--- src/rtl/wdt_pkg.sv ---
package wdt_pkg;

  // Prescaler field width is fixed by the control word layout (bits 3:1)
  localparam int PSC_W    = 3;
  localparam int N_TICK   = 1 << PSC_W;

  localparam int B_EN     = 0;
  localparam int B_PSC    = 1;
  localparam int B_MODE   = 4;
  localparam int B_CAUSE  = 5;
  localparam int B_KICK   = 6;
  localparam int B_FORCE  = 7;
  localparam int B_LOCK   = 8;
  localparam int B_DBGRUN = 9;
  localparam int B_HALF   = 10;

  typedef struct packed {
    logic             dbgrun;
    logic             lock;
    logic             mode;
    logic [PSC_W-1:0] psc;
    logic             en;
  } wdt_cfg_t;

  function automatic wdt_cfg_t cfg_from_word(logic [31:0] w, logic dbg_ok);
    wdt_cfg_t c;
    c.en     = w[B_EN];
    c.psc    = w[B_PSC +: PSC_W];
    c.mode   = w[B_MODE];
    c.lock   = w[B_LOCK];
    c.dbgrun = w[B_DBGRUN] & dbg_ok;
    return c;
  endfunction

  function automatic logic [31:0] status_word(wdt_cfg_t c, logic cause, logic half);
    logic [31:0] w;
    w = '0;
    w[B_EN]           = c.en;
    w[B_PSC +: PSC_W] = c.psc;
    w[B_MODE]         = c.mode;
    w[B_CAUSE]        = cause;
    w[B_LOCK]         = c.lock;
    w[B_DBGRUN]       = c.dbgrun;
    w[B_HALF]         = half;
    return w;
  endfunction

endpackage

--- src/rtl/wdt_ctrl_reg.sv ---
module wdt_ctrl_reg
  import wdt_pkg::*;
#(
  parameter bit DBG_SUP = 1'b1
) (
  input  logic        clk_i,
  input  logic        rst_ni,
  input  logic        wr_i,
  input  logic [31:0] wdata_i,
  input  logic        rst_by_wdt_i,
  output wdt_cfg_t    cfg_o,
  output logic        cause_o,
  output logic        kick_o,
  output logic        force_o
);

  wdt_cfg_t cfg_q;
  logic     cause_q;

  always_ff @(posedge clk_i) begin
    if (!rst_ni) begin
      cfg_q   <= '0;
      cause_q <= rst_by_wdt_i;
    end else if (wr_i && !cfg_q.lock) begin
      cfg_q   <= cfg_from_word(wdata_i, DBG_SUP);
    end
  end

  assign cfg_o   = cfg_q;
  assign cause_o = cause_q;
  assign kick_o  = wr_i & wdata_i[B_KICK];
  assign force_o = wr_i & wdata_i[B_FORCE];

endmodule

--- src/rtl/wdt_counter.sv ---
module wdt_counter #(
  parameter int CNT_W = 20
) (
  input  logic             clk_i,
  input  logic             rst_ni,
  input  logic             en_i,
  input  logic             step_i,
  input  logic             kick_i,
  output logic [CNT_W-1:0] cnt_o,
  output logic             wrap_o,
  output logic             half_o
);

  localparam logic [CNT_W-1:0] CNT_MAX = '1;

  function automatic logic at_upper_half(logic [CNT_W-1:0] v);
    return v[CNT_W-1];
  endfunction

  logic [CNT_W-1:0] cnt_q;

  always_ff @(posedge clk_i) begin
    if (!rst_ni || !en_i || kick_i) cnt_q <= '0;
    else if (step_i)                cnt_q <= cnt_q + 1'b1;
  end

  assign cnt_o  = cnt_q;
  assign wrap_o = en_i & step_i & ~kick_i & (cnt_q == CNT_MAX);
  assign half_o = at_upper_half(cnt_q);

endmodule

--- src/rtl/wdt_action.sv ---
module wdt_action (
  input  logic clk_i,
  input  logic rst_ni,
  input  logic en_i,
  input  logic mode_i,
  input  logic wrap_i,
  input  logic force_i,
  output logic irq_o,
  output logic rst_req_o
);

  logic fire;
  assign fire = en_i & (wrap_i | force_i);

  always_ff @(posedge clk_i) begin
    if (!rst_ni) begin
      irq_o     <= 1'b0;
      rst_req_o <= 1'b0;
    end else begin
      irq_o     <= fire & ~mode_i;
      rst_req_o <= fire & mode_i;
    end
  end

endmodule

--- src/rtl/wdt_lockable.sv ---
module wdt_lockable
  import wdt_pkg::*;
#(
  parameter int CNT_W   = 20,
  parameter bit DBG_SUP = 1'b1
) (
  input  logic              clk_i,
  input  logic              rst_ni,
  input  logic              wr_i,
  input  logic [31:0]       wdata_i,
  output logic [31:0]       rdata_o,
  input  logic [N_TICK-1:0] tick_i,
  input  logic              dbg_i,
  input  logic              rst_by_wdt_i,
  output logic              irq_o,
  output logic              rst_req_o
);

  wdt_cfg_t         cfg;
  logic             cause;
  logic             kick;
  logic             force_cmd;
  logic             run_ok;
  logic             step;
  logic             wrap;
  logic             half;
  logic [CNT_W-1:0] cnt_q;

  wdt_ctrl_reg #(.DBG_SUP(DBG_SUP)) u_ctrl (
    .clk_i        (clk_i),
    .rst_ni       (rst_ni),
    .wr_i         (wr_i),
    .wdata_i      (wdata_i),
    .rst_by_wdt_i (rst_by_wdt_i),
    .cfg_o        (cfg),
    .cause_o      (cause),
    .kick_o       (kick),
    .force_o      (force_cmd)
  );

  assign run_ok = ~dbg_i | cfg.dbgrun;
  assign step   = tick_i[cfg.psc] & run_ok;

  wdt_counter #(.CNT_W(CNT_W)) u_cnt (
    .clk_i  (clk_i),
    .rst_ni (rst_ni),
    .en_i   (cfg.en),
    .step_i (step),
    .kick_i (kick),
    .cnt_o  (cnt_q),
    .wrap_o (wrap),
    .half_o (half)
  );

  wdt_action u_act (
    .clk_i     (clk_i),
    .rst_ni    (rst_ni),
    .en_i      (cfg.en),
    .mode_i    (cfg.mode),
    .wrap_i    (wrap),
    .force_i   (force_cmd),
    .irq_o     (irq_o),
    .rst_req_o (rst_req_o)
  );

  assign rdata_o = status_word(cfg, cause, half);

endmodule

--- config.mk ---
export PLATFORM = sky130hd
export DESIGN_NAME = wdt_lockable
export DESIGN_NICKNAME = d
export VERILOG_FILES = /design/src/rtl/wdt_pkg.sv /design/src/rtl/wdt_ctrl_reg.sv /design/src/rtl/wdt_counter.sv /design/src/rtl/wdt_action.sv /design/src/rtl/wdt_lockable.sv
export SDC_FILE = /design/constraint.sdc
export NUM_CORES = 1
export LEC_CHECK = 0
export BUFFER_PORTS_ARGS = -buffer_cell sky130_fd_sc_hd__buf_2
export CORE_MARGIN = 4
export CORE_UTILIZATION = 25
export DETAILED_ROUTE_END_ITERATION = 8
export GPL_TIMING_DRIVEN = 0
export SYNTH_ARGS = -nofsm -noshare
export SYNTH_HDL_FRONTEND = slang
export SYNTH_SLANG_ARGS = --single-unit
--- constraint.sdc ---
create_clock -name clk_i -period 3.5 [get_ports clk_i]
set_input_delay 0.175 -clock clk_i [delete_from_list [all_inputs] [get_ports clk_i]]
set_output_delay 0.175 -clock clk_i [all_outputs]
set_load 0.01 [all_outputs]
==> run_results.csv <==
group,metric,value,unit
run_status,status,"finished, final reports clean",
global_route,grt.overflow.total,0,
sta,hold_violations,0,
critical_path,crit_slowest_cell,"mux4_2",
cts,clk_latency,0.29,ns
global_route,grt_use_total,9.08,%
critical_path,arrival,2.24,ns
sta,setup_tns,0,ns
sta,max_freq,492,MHz
cts,cts-root-buf,"clkbuf_8",
cts,cts_buffer_depth,2,
yosys,synthArstFlopShare,0,%
detailed_routing,drt-total-wl,3.70,mm
yosys,synth_largest_area_cell,"dfxtp_1",
worst_hold_path,hold_depth,1,
cts,cts_tree,"done",
detailed_routing,ant_nets,0,
detailed_routing,routedWlPerCell,11.0,µm
critical_path,path_cells,"mux4_2, mux2i_1, buf_2, buf_2, o21ai_0, a21oi_1",
sta,min_period_over_period,58.0,%
job,drv_cap,0,
cts,hold_buffers,0,
global_route,grt_max_degree,11,
die,start_util,26.3,%
worst_hold_path,min_path_type,"in -> reg",
place,dp.cells,329,
yosys,syn_avg_cell_area,8.61,µm²
sta,slew_headroom,65.6,%
detailed_routing,drt_iter0_drc,45,
cells_and_area,diodes,0,
critical_path,path_common_cell,"buf_2",
critical_path,cp-start-kind,"flip-flop",
worst_hold_path,hold_end,"u_ctrl.cause_o",
die,die-area,8210,µm²
cells_and_area,multi_input_area,923,µm²
detailed_routing,first_pass_iters,4,
critical_path,reg2reg_from,"u_ctrl.cfg_o[1]",
die,rows,29,
critical_path,r2r_setup_slack,1.47,ns
place,dp_hpwl,2.85,mm
cells_and_area,nNetsFinal,305,
sta,finClkSkew,0.00959,ns
yosys,synth_cell_types,38,
cts,cts_resized,0,
sta,min_period,2.03,ns
yosys,synth-seq-area-share,35.8,%
sta,slew_viol_final,0,
cells_and_area,syn_to_final_growth,25.2,%
power,p_per_area,353,nW/µm²
die,io_pins,79,
cts,cts.htree.levels,2,
die,core,6490,µm²
cells_and_area,final_common_cell,"buf_2",
critical_path,cpPeakStageDelay,0.54,ns
yosys,synth-main-ff-cell,"dfxtp_1",
critical_path,worstPathRequired,3.71,ns
yosys,netlist_instances,198,
critical_path,critPathCaptureType,"flip-flop",
global_route,grt_pass1_vias,1404,
cts,post-cts-setup-buffers,0,
cells_and_area,drive_gt1_share,29.6,%
die,die_w,90.6,µm
place,gp_congestion,0.805,
worst_hold_path,hp-start,"rst_by_wdt_i",
sta,setup_violations,0,
yosys,synth_edf_count,1,
power,p_leak,0.859,nW
cells_and_area,final_cell_mix,"buf_2 (34), dfxtp_1 (29), buf_4 (27), conb_1 (23), a21oi_1 (14)",
detailed_routing,via_count,1534,
sta,tightest_slew,0.515,ns
cts,cts_buffers,5,
global_route,antenna_found_initial,0,
sta,grt_setup_unrepaired,"false",
global_route,grt_first_pass_wirelength,6.27,mm
cts,clkTransAtPathRegs,0.06,ns
critical_path,rr_worst_depth,6,
cts,numClockSinks,30,
place,io_buffers,32,
critical_path,crit_type,"reg -> reg",
detailed_routing,drc,0,
critical_path,cp_max_fo,10,
cells_and_area,fillCellCount,696,
die,die_h,90.6,µm
power,ir_worst_vdd,0.201,mV
critical_path,rr_endpoint,"u_cnt.cnt_o[1]",
cells_and_area,ff_latch_area,611,µm²
yosys,yosys_warnings,0,
yosys,syn_area,1710,µm²
detailed_routing,viasPerCell,4.55,
yosys,ys_seq_elements,30,
yosys,synth_area_leaders,"dfxtp_1 (34%), buf_4 (12%), mux2i_1 (5.9%)",
cells_and_area,finalNonFillerCells,337,
yosys,post-synth-top-area-fraction,34.0,%
[how the worst max path moves through the flow]
stage / endpoint / cells past startpoint / from / slack [ns]
finish: u_cnt.cnt_o[1] / 6 / u_ctrl.cfg_o[1] / 1.47
detailed placement: u_cnt.cnt_o[19] / 5 / u_ctrl.cfg_o[1] / 1.45
global placement: u_cnt.cnt_o[19] / 5 / u_ctrl.cfg_o[1] / 1.47
floorplan: u_cnt.cnt_o[1] / 6 / u_ctrl.cfg_o[1] / 1.71
CTS: u_cnt.cnt_o[19] / 5 / u_ctrl.cfg_o[1] / 1.45
global route: u_cnt.cnt_o[19] / 5 / u_ctrl.cfg_o[1] / 1.28
[state kept, by name, indices dropped and copies added, names as in the netlist]
name,cells
u_cnt.cnt_o,20
u_act.rst_req_o,1
u_ctrl.cause_o,1
u_act.irq_o,1
u_ctrl.cfg_o,7
[critical path: cells and delay by family (launching register included)]
family | cells | cell delay, ns
compound gates | 2 | 0.25
mux | 2 | 0.80
flops | 1 | 0.41
buf+inv | 2 | 0.49
[metal layers]
| metal | vias up | wire (µm) | GRT usage (%) | part of all wire (%) |
|---|---|---|---|---|
| met5 | - | 0 | 0 | 0 |
| met2 | 50 | 1600 | 14.5 | 43 |
| li1 | 801 | - | - | - |
| met1 | 676 | 1770 | 11.6 | 48 |
| met4 | 0 | 58 | 3.19 | 1.6 |
| met3 | 7 | 276 | 2.67 | 7.5 |
[synthesized netlist by cell type (2+ instances only)]
master	instances
buf_4	27
and2_1	4
or3_1	6
dfxtp_1	29
a21oi_1	14
mux4_2	2
or4_1	7
nand2b_1	2
nor2_1	11
nor2b_1	2
buf_2	2
nand2_1	12
inv_1	6
nand4_1	5
clkbuf_1	3
mux2i_1	10
o21a_1	2
mux2_2	2
o31ai_1	9
nor4_1	8
nand3_1	13
o21ai_0	6
[layout make-up]
cell class / instances / area share (%)
clock buffer: 7 / 4.04
multi-input combinational: 150 / 43.2
timing repair buffer: 32 / 7.50
buffer: 33 / 10.7
clock inverter: 1 / 0.234
tap: 77 / 4.51
inverter: 7 / 1.23
sequential: 30 / 28.6
[kinds of logic after synthesis]
family          share of synthesized area (%)
compound gates                           12.8
fa+ha+maj                               0.734
buf+inv                                  14.9
flops                                    35.8
mux                                      9.83
other cells                             0.220
simple gates                             25.8
[metrics by stage]
stage / area (µm²) / utilization, % / hold WS, ns / setup slack (ns) / total power, mW
floorplan: 1790 / - / 0.274 / 1.71 / 0.441
global placement: 2040 / 31.5 / 0.354 / 1.47 / 0.472
detailed placement: 2040 / 31.5 / 0.353 / 1.45 / 0.473
CTS: 2140 / 32.9 / 0.0584 / 1.45 / 0.761
global route: 2140 / 32.9 / 0.0640 / 1.28 / 0.793
finish: 2140 / 32.9 / 0.0682 / 1.47 / 0.754
[report_power, final]
part	switching [mW]	leakage (nW)	internal [mW]
logic	0.0594	0.566	0.0506
registers	0.00586	0.245	0.350
clock network	0.129	0.0482	0.158
total	0.195	0.859	0.559
No activity file was read; power rests on OpenSTA's default activity.
